===== config.mk =====
export PLATFORM = sky130hd
export DESIGN_NAME = gate_step_seq
export DESIGN_NICKNAME = d
export VERILOG_FILES = /design/src/rtl/seq_pkg.sv /design/src/rtl/seq_stage.sv /design/src/rtl/seq_gate.sv /design/src/rtl/gate_step_seq.sv
export SDC_FILE = /design/constraint.sdc
export NUM_CORES = 1
export LEC_CHECK = 0
export CAP_MARGIN = 25
export CORE_MARGIN = 2
export CORE_UTILIZATION = 45
export DETAILED_ROUTE_END_ITERATION = 6
export PLACE_DENSITY = 0.85
export SYNTH_ARGS = -nofsm -noshare
export SYNTH_HDL_FRONTEND = slang
export SYNTH_SLANG_ARGS = --single-unit

===== constraint.sdc =====
create_clock -name clk -period 5.1 [get_ports clk]
set_clock_uncertainty 0.05 [all_clocks]
set_input_delay 1.02 -clock clk [delete_from_list [all_inputs] [get_ports clk]]
set_output_delay 1.02 -clock clk [all_outputs]
set_load 0.02 [all_outputs]

===== src/rtl/seq_pkg.sv =====
package seq_pkg;

   localparam int unsigned MAX_STATES = 32;

   typedef struct packed {
      logic adv;
      logic wrap;
      logic clr;
   } stage_ctl_t;

   // Thermometer mask: bit i is set when i >= lim
   function automatic logic [MAX_STATES-1:0] at_or_above(input int unsigned lim);
      logic [MAX_STATES-1:0] r;
      for (int unsigned i = 0; i < MAX_STATES; i++) begin
         r[i] = (i >= lim);
      end
      return r;
   endfunction

endpackage


===== src/rtl/seq_stage.sv =====
module seq_stage
   import seq_pkg::*;
#(
   parameter int unsigned STATES = 10
) (
   input  logic              clk,
   input  logic              rst,
   input  stage_ctl_t        ctl,
   output logic [STATES-1:0] state_o
);

   localparam logic [STATES-1:0] HOME = STATES'(1);

   generate
      if (STATES < 2 || STATES > MAX_STATES) begin : g_bad_states
         $error("seq_stage: STATES out of range");
      end
   endgenerate

   logic [STATES-1:0] state_q;

   always_ff @(posedge clk) begin
      if (rst) begin
         state_q <= HOME;
      end else if (ctl.adv) begin
         if (ctl.clr || ctl.wrap) begin
            state_q <= HOME;
         end else begin
            state_q <= state_q << 1;
         end
      end
   end

   assign state_o = state_q;

endmodule


===== src/rtl/seq_gate.sv =====
module seq_gate #(
   parameter int unsigned NSTEP  = 17,
   parameter int unsigned MASK_W = (NSTEP + 1) / 2
) (
   input  logic              clk,
   input  logic              rst,
   input  logic [NSTEP-1:0]  step_i,
   input  logic [MASK_W-1:0] mask_i,
   output logic              gate_o
);

   generate
      if (MASK_W * 2 < NSTEP) begin : g_bad_mask
         $error("seq_gate: mask too narrow for step count");
      end
   endgenerate

   logic [NSTEP-1:0] on_sel;

   for (genvar k = 0; k < NSTEP; k++) begin : g_sel
      if (k % 2 == 0) begin : g_on
         assign on_sel[k] = mask_i[k/2];
      end else begin : g_rest
         assign on_sel[k] = 1'b0;
      end
   end

   logic gate_q;

   always_ff @(posedge clk) begin
      if (rst) begin
         gate_q <= 1'b0;
      end else begin
         gate_q <= |(step_i & on_sel);
      end
   end

   assign gate_o = gate_q;

endmodule


===== src/rtl/gate_step_seq.sv =====
module gate_step_seq
   import seq_pkg::*;
#(
   parameter  int unsigned A_LAST   = 7,
   parameter  int unsigned B_STATES = 10,
   localparam int unsigned NSTEP    = A_LAST + B_STATES,
   localparam int unsigned MASK_W   = (NSTEP + 1) / 2,
   localparam int unsigned BL_W     = $clog2(B_STATES)
) (
   input  logic              clk,
   input  logic              rst,
   input  logic              step_i,
   input  logic [BL_W-1:0]   b_last_i,
   input  logic [MASK_W-1:0] mask_i,
   output logic [NSTEP-1:0]  step_o,
   output logic              gate_o
);

   localparam int unsigned A_W = A_LAST + 1;

   generate
      if (A_LAST < 1 || A_W > MAX_STATES) begin : g_bad_a
         $error("gate_step_seq: A_LAST out of range");
      end
      if (B_STATES < 2 || B_STATES > MAX_STATES) begin : g_bad_b
         $error("gate_step_seq: B_STATES out of range");
      end
   endgenerate

   logic [A_W-1:0]        a_q;
   logic [B_STATES-1:0]   b_q;
   stage_ctl_t            a_ctl;
   stage_ctl_t            b_ctl;
   logic [BL_W-1:0]       b_lim;
   logic [MAX_STATES-1:0] geq_full;
   logic                  b_wrap;
   logic                  a_last;
   logic                  b_zero;
   logic                  bad;

   // Interlock: the first stage runs while the second stage rests at zero.
   // The second stage runs while the first stage rests at its last state.
   always_comb begin
      if (b_last_i == '0 || 32'(b_last_i) >= B_STATES) begin
         b_lim = BL_W'(B_STATES - 1);
      end else begin
         b_lim = b_last_i;
      end
      geq_full = at_or_above(32'(b_lim));
      b_wrap   = |(b_q & geq_full[B_STATES-1:0]);
      a_last   = a_q[A_LAST];
      b_zero   = b_q[0];
      bad      = !$onehot(a_q) || !$onehot(b_q) || (!a_last && !b_zero);

      a_ctl.adv  = step_i && (bad || (b_zero && !a_last) ||
                              (a_last && !b_zero && b_wrap));
      a_ctl.wrap = a_last;
      a_ctl.clr  = bad;

      b_ctl.adv  = step_i && (bad || a_last);
      b_ctl.wrap = b_wrap;
      b_ctl.clr  = bad;
   end

   seq_stage #(.STATES(A_W)) u_stage_a (
      .clk     (clk),
      .rst     (rst),
      .ctl     (a_ctl),
      .state_o (a_q)
   );

   seq_stage #(.STATES(B_STATES)) u_stage_b (
      .clk     (clk),
      .rst     (rst),
      .ctl     (b_ctl),
      .state_o (b_q)
   );

   for (genvar k = 0; k <= A_LAST; k++) begin : g_step_a
      assign step_o[k] = a_q[k] & b_q[0];
   end
   for (genvar j = 1; j < B_STATES; j++) begin : g_step_b
      assign step_o[A_LAST+j] = b_q[j] & a_q[A_LAST];
   end

   seq_gate #(.NSTEP(NSTEP), .MASK_W(MASK_W)) u_gate (
      .clk    (clk),
      .rst    (rst),
      .step_i (step_o),
      .mask_i (mask_i),
      .gate_o (gate_o)
   );

endmodule


-- After elaboration in Yosys (flattened, before gate mapping)
Index checks and enable logic that the tools add are counted.
- flip-flop bits (word level): 19
- input bits: 16
- output and inout port bits: 18
- word-level logic and storage cells: 74
- add/sub/neg operators: 16
- magnitude comparators: 11
- eq/ne operators: 2
- mux-type cells: 3
- bitwise gates (word level): 19
- reductions and logical operators: 20
- operators with widths (cell ; number):
    $add 1x1->2 ; 9
    $and 1x1->1 ; 17
    $and 17x17->17 ; 1
    $reduce_or 17->1 ; 1
    $ge 3x4->1 const A ; 4
    $add 2x2->3 ; 4
    $and 10x10->10 ; 1
    $mux 10 ; 1
    $reduce_or 10->1 ; 1
    $add 3x3->4 ; 2
    $eq 4x1->1 const B ; 2
    $ge 1x4->1 const A ; 2
    $ge 2x4->1 const A ; 2
    $ge 4x4->1 const A ; 2
    $mux 8 ; 1
    $logic_or 1x1->1 ; 7
    $logic_and 1x1->1 ; 6
    $add 4x2->4 ; 1
    $ge 4x4->1 const B ; 1
    $logic_not 1->1 ; 4
    $logic_not 4->1 ; 1
    $mux 4 ; 1

-- Logic depth before layout (Yosys ltp)
- depth in word-level cells: 11
- gate-level depth with buffers: 15
- gate-level depth less buffers: 14

-- Cells and area by module
From an unflattened synthesis, not the netlist that was laid out.
- cells, all modules: 168
- area, all modules: 1516.5 µm²
- modules (own cells, without submodules) (module ; times used ; cells an instance ; area an instance (µm²) ; seq. area each (µm²)):
    gate_step_seq ; 1 ; 86 ; 655.6 ; 0.0
    seq_stage at u_stage_b ; 1 ; 43 ; 451.7 ; 200.2
    seq_stage at u_stage_a ; 1 ; 33 ; 341.6 ; 160.2
    seq_gate ; 1 ; 6 ; 67.6 ; 20.0

-- Worst setup path after synthesis
Ideal clock, no wire load.
- path kind: reg-to-reg
- from: register u_stage_b.state_q[0], in the netlist u_stage_b.state_o[0]
- to: register u_stage_b.state_q[5], in the netlist u_stage_b.state_o[5]
- library setup time: 60 ps
- arrival time: 3767 ps
- data required time: 4990 ps
- slack: 1223 ps
- cell stages (with the launch flop): 16
- path buffers: 1
- clock period less this slack: 3877 ps
- cell sequence: dfxtp_1 fa_1 fa_1 inv_1 fa_1 inv_1 ha_1 inv_1 fa_1 a2111oi_2 a21oi_1 nor3_2 and3_2 and2_4 buf_6 a32o_2
- cells in the longest elaborated chain, start to end: 10
- elaborated cells on any way between the ends: 16
- classes of those cells: 4 x add/sub; 1 x eq/ne; 1 x mux; 1 x bitwise; 9 x reduce/logical
- ends and longest elaborated chain (what ; RTL line ; RTL):
    from (decl) ; seq_stage.sv:20 ; logic [STATES-1:0] state_q;
    from (signal assigned) ; seq_stage.sv:29 ; state_q <= state_q << 1;
    $add 1x1->2 (not written as such) ; gate_step_seq.sv:53 ; bad = !$onehot(a_q) || !$onehot(b_q) || (!a_last && !b_zero);
    $add 2x2->3 (not written as such) ; gate_step_seq.sv:53 ;
    $add 3x3->4 (not written as such) ; gate_step_seq.sv:53 ;
    $add 4x2->4 (not written as such) ; gate_step_seq.sv:53 ;
    $eq 4x1->1 ; gate_step_seq.sv:53 ;
    $logic_not 1->1 ; gate_step_seq.sv:53 ;
    $logic_or 1x1->1 (2 in a row) ; gate_step_seq.sv:53 ;
    $logic_or 1x1->1 (on tied branches) ; seq_stage.sv:26, gate_step_seq.sv:60 ;
    $mux 10 / $logic_and 1x1->1 (equally long branches) ; seq_stage.sv:26, gate_step_seq.sv:60 ;
Several ways; a longest one is shown, not always the timed one.
A chain may end at the register's enable or synchronous reset.

-- Worst setup path after layout
- from: register u_stage_b.state_q[0], in the netlist u_stage_b.state_o[0]
- to: register u_stage_b.state_q[3], in the netlist u_stage_b.state_o[3]
The elaborated chain is that of the path after synthesis.

==> impl_metrics.json <==
{
  "power_density_nw_per_um2": 292,
  "fin_cells": 227,
  "path_common_cell": "fa_1",
  "hp-class": "reg -> reg",
  "syn_nets": 184,
  "critPathMaxFanout": 17,
  "slew_headroom_pct": 63.5,
  "wl_um": 3400,
  "initial_core_util_pct": 47.1,
  "synth_flop_cell": "dfxtp_1",
  "whs_endpoint": "u_stage_a.state_o[2]",
  "antenna_found_initial": 0,
  "cts_setup_buffers": 0,
  "drcViolationCount": 0,
  "holdBufCountCts": 0,
  "fin_tns_setup_ns": 0,
  "finalSetupViolations": 0,
  "cts_buffer_depth": 2,
  "drtPass1Iterations": 4,
  "dr_total_vias": 1260,
  "num_rows": 20,
  "ctsResizeCount": 0,
  "ys_seq_area_share_pct": 26.7,
  "max_freq_mhz": 224,
  "grt_max_degree": 18,
  "path_cells": "fa_1 -> fa_1 -> inv_1 -> fa_1 -> inv_1 -> ha_1 -> inv_1 -> fa_1 -> a2111oi_2 -> a21oi_1 -> nor3_2 -> nand3_2 -> a21oi_2 -> a32o_1",
  "ant_nets": 0,
  "drv_slew": 0,
  "yosys_warnings": 0,
  "synth_top_area_share_pct": 26.7,
  "ys_top_cells_by_area": "dfxtp_1 (27%), fa_1 (14%), inv_1 (7.1%)",
  "tightest_slew_ns": 0.547,
  "dpl.hpwl_um": 2700,
  "regToRegEndpoint": "u_stage_b.state_o[3]",
  "maxCapViolations": 0,
  "wl_per_cell_um": 15.0,
  "worstHoldPathCells": 1,
  "grt.total_usage_pct": 21.0,
  "io_pins": 34,
  "grt_pass1_wl_um": 5690,
  "cts.sinks": 19,
  "cp_slowest_stage_delay_ns": 0.68,
  "regToRegSetupSlack_ns": 0.63,
  "async_reset_ff_share_pct": 0,
  "required_ns": 5.29,
  "final.period_utilization_pct": 87.7,
  "synthesis.area_um2": 1430,
  "ys_ff_latch": 19,
  "place_inst": 223,
  "die-width_um": 60.3,
  "cp-startpoint": "u_stage_b.state_o[0]",
  "io_buffers": 33,
  "cp-start-kind": "flip-flop",
  "cts_tree": "built",
  "area_growth_pct": 24.4,
  "path_clk_slew_ns": 0.11,
  "mostFrequentLayoutCell": "clkdlybuf4s50_1",
  "htreeDepth": 1,
  "syn_area_per_cell_um2": 9.32,
  "hold_viol_final": 0,
  "leakage_uw": 0.000689,
  "drt-initial-drc-count": 49,
  "min-delay-start": "u_stage_a.state_o[1]",
  "crit_type": "reg -> reg",
  "worst_setup_path_end_kind": "flip-flop",
  "final_nets": 215,
  "slowest_stage": "dfxtp_1",
  "fp.coreArea_um2": 3030,
  "yosysTopAreaCell": "dfxtp_1",
  "r2r-start": "u_stage_b.state_o[0]",
  "grt_pass1_vias": 1314,
  "antenna_cells": 0,
  "netlist_instances": 153,
  "most-common-layout-cells": "clkdlybuf4s50_1 (33), inv_1 (27), dfxtp_1 (19)",
  "total_power_uw": 519,
  "synth_edf_count": 0,
  "cts-root-buf": "clkbuf_4",
  "ys_types": 48,
  "globalplace.congestion": 0.817,
  "overflow": 0,
  "rsz0062_at_grt": "no",
  "finalCriticalPeriod_ns": 4.47,
  "crit_arrival_ns": 4.66,
  "status": "completed",
  "numCtsBuffers": 3,
  "r2r_cells": 14,
  "die_y_um": 60.3,
  "ir_drop_v": 0.000206,
  "clock_latency_ns": 0.30,
  "die_area_um2": 3640,
  "drive_above_1_share_pct": 8.74,
  "viasPerCell": 5.55
}
registers in the layout (all words and copies together) (netlist names):
signal and count:
u_gate.gate_o 1, u_stage_a.state_o 8, u_stage_b.state_o 10
logic make-up after synthesis:
group / share of synthesized area, %
AO/OA/AOI/OAI: 24.3
XOR/XNOR: 0.614
adder cells (fa/ha/maj): 18.4
buffers and inverters: 11.7
flip-flops: 26.7
AND/OR/NAND/NOR: 18.3
worst max-delay path, delay by kind of cell, from the launching register on:
kind | cells | cell delay [ns]
compound gates | 4 | 1.05
fa+ha+maj | 5 | 2.01
buf+inv | 3 | 0.18
flops | 1 | 0.68
simple gates | 2 | 0.45
layer usage:
| layer | vias to the layer above | track usage [%] | share of wire (%) |
|---|---|---|---|
| met2 | 61 | 37.4 | 49 |
| met1 | 587 | 24.1 | 41 |
| met4 | 0 | 8.25 | 2.3 |
| met5 | - | 0 | 0 |
| met3 | 10 | 4.76 | 7.5 |
| li1 | 602 | - | - |
metrics by stage:
stage / hold slack, ns / util [%] / instance area [um2] / setup WS, ns
2_1_floorplan: 0.396 / - / 1430 / 1.22
4_1_cts: 0.445 / 58.6 / 1770 / 0.627
6_report: 0.447 / 58.6 / 1770 / 0.629
5_1_grt: 0.455 / 58.6 / 1770 / 0.283
3_5_place_dp: 0.430 / 57.7 / 1750 / 0.640
3_3_place_gp: 0.419 / 57.7 / 1750 / 0.797
synth_stat cells (all sizes together) (2+ instances only):
library cell / n
clkbuf: 4
nand2b: 2
nor2: 6
dfxtp: 19
a22oi: 2
a21oi: 8
a32o: 9
fa: 10
o2bb2ai: 6
nor2b: 2
o21ai: 3
inv: 27
and2: 15
a2111oi: 2
and3: 3
buf: 3
nand2: 2
nor3b: 2
ha: 5
nor3: 5
nand3: 2
a31oi: 2
final cells by class:
class / instances / area [um2]
Inverter: 27 / 101
Clock buffer: 3 / 22.5
Fill cell: 276 / 1250
Sequential cell: 19 / 380
Timing Repair Buffer: 33 / 330
Tap cell: 44 / 55.1
Multi-Input combinational cell: 100 / 880
Clock inverter: 1 / 5.00
report_power, final:
group	switching, uW	leakage (uW)	internal, uW
combinational	150	0.000517	116
sequential	15.8	0.000154	161
clock	46.6	0.0000177	29.3
total	212	0.000689	307
worst max-delay path by stage:
stage	endpoint	slack (ns)
global placement	u_stage_b.state_o[9]	0.80
detailed placement	u_stage_b.state_o[8]	0.64
finish	u_stage_b.state_o[3]	0.63
CTS	u_stage_b.state_o[8]	0.63
floorplan	u_stage_b.state_o[5]	1.22
global route	u_stage_a.state_o[4]	0.28
Note: power is estimated with default switching activity, not from simulation.
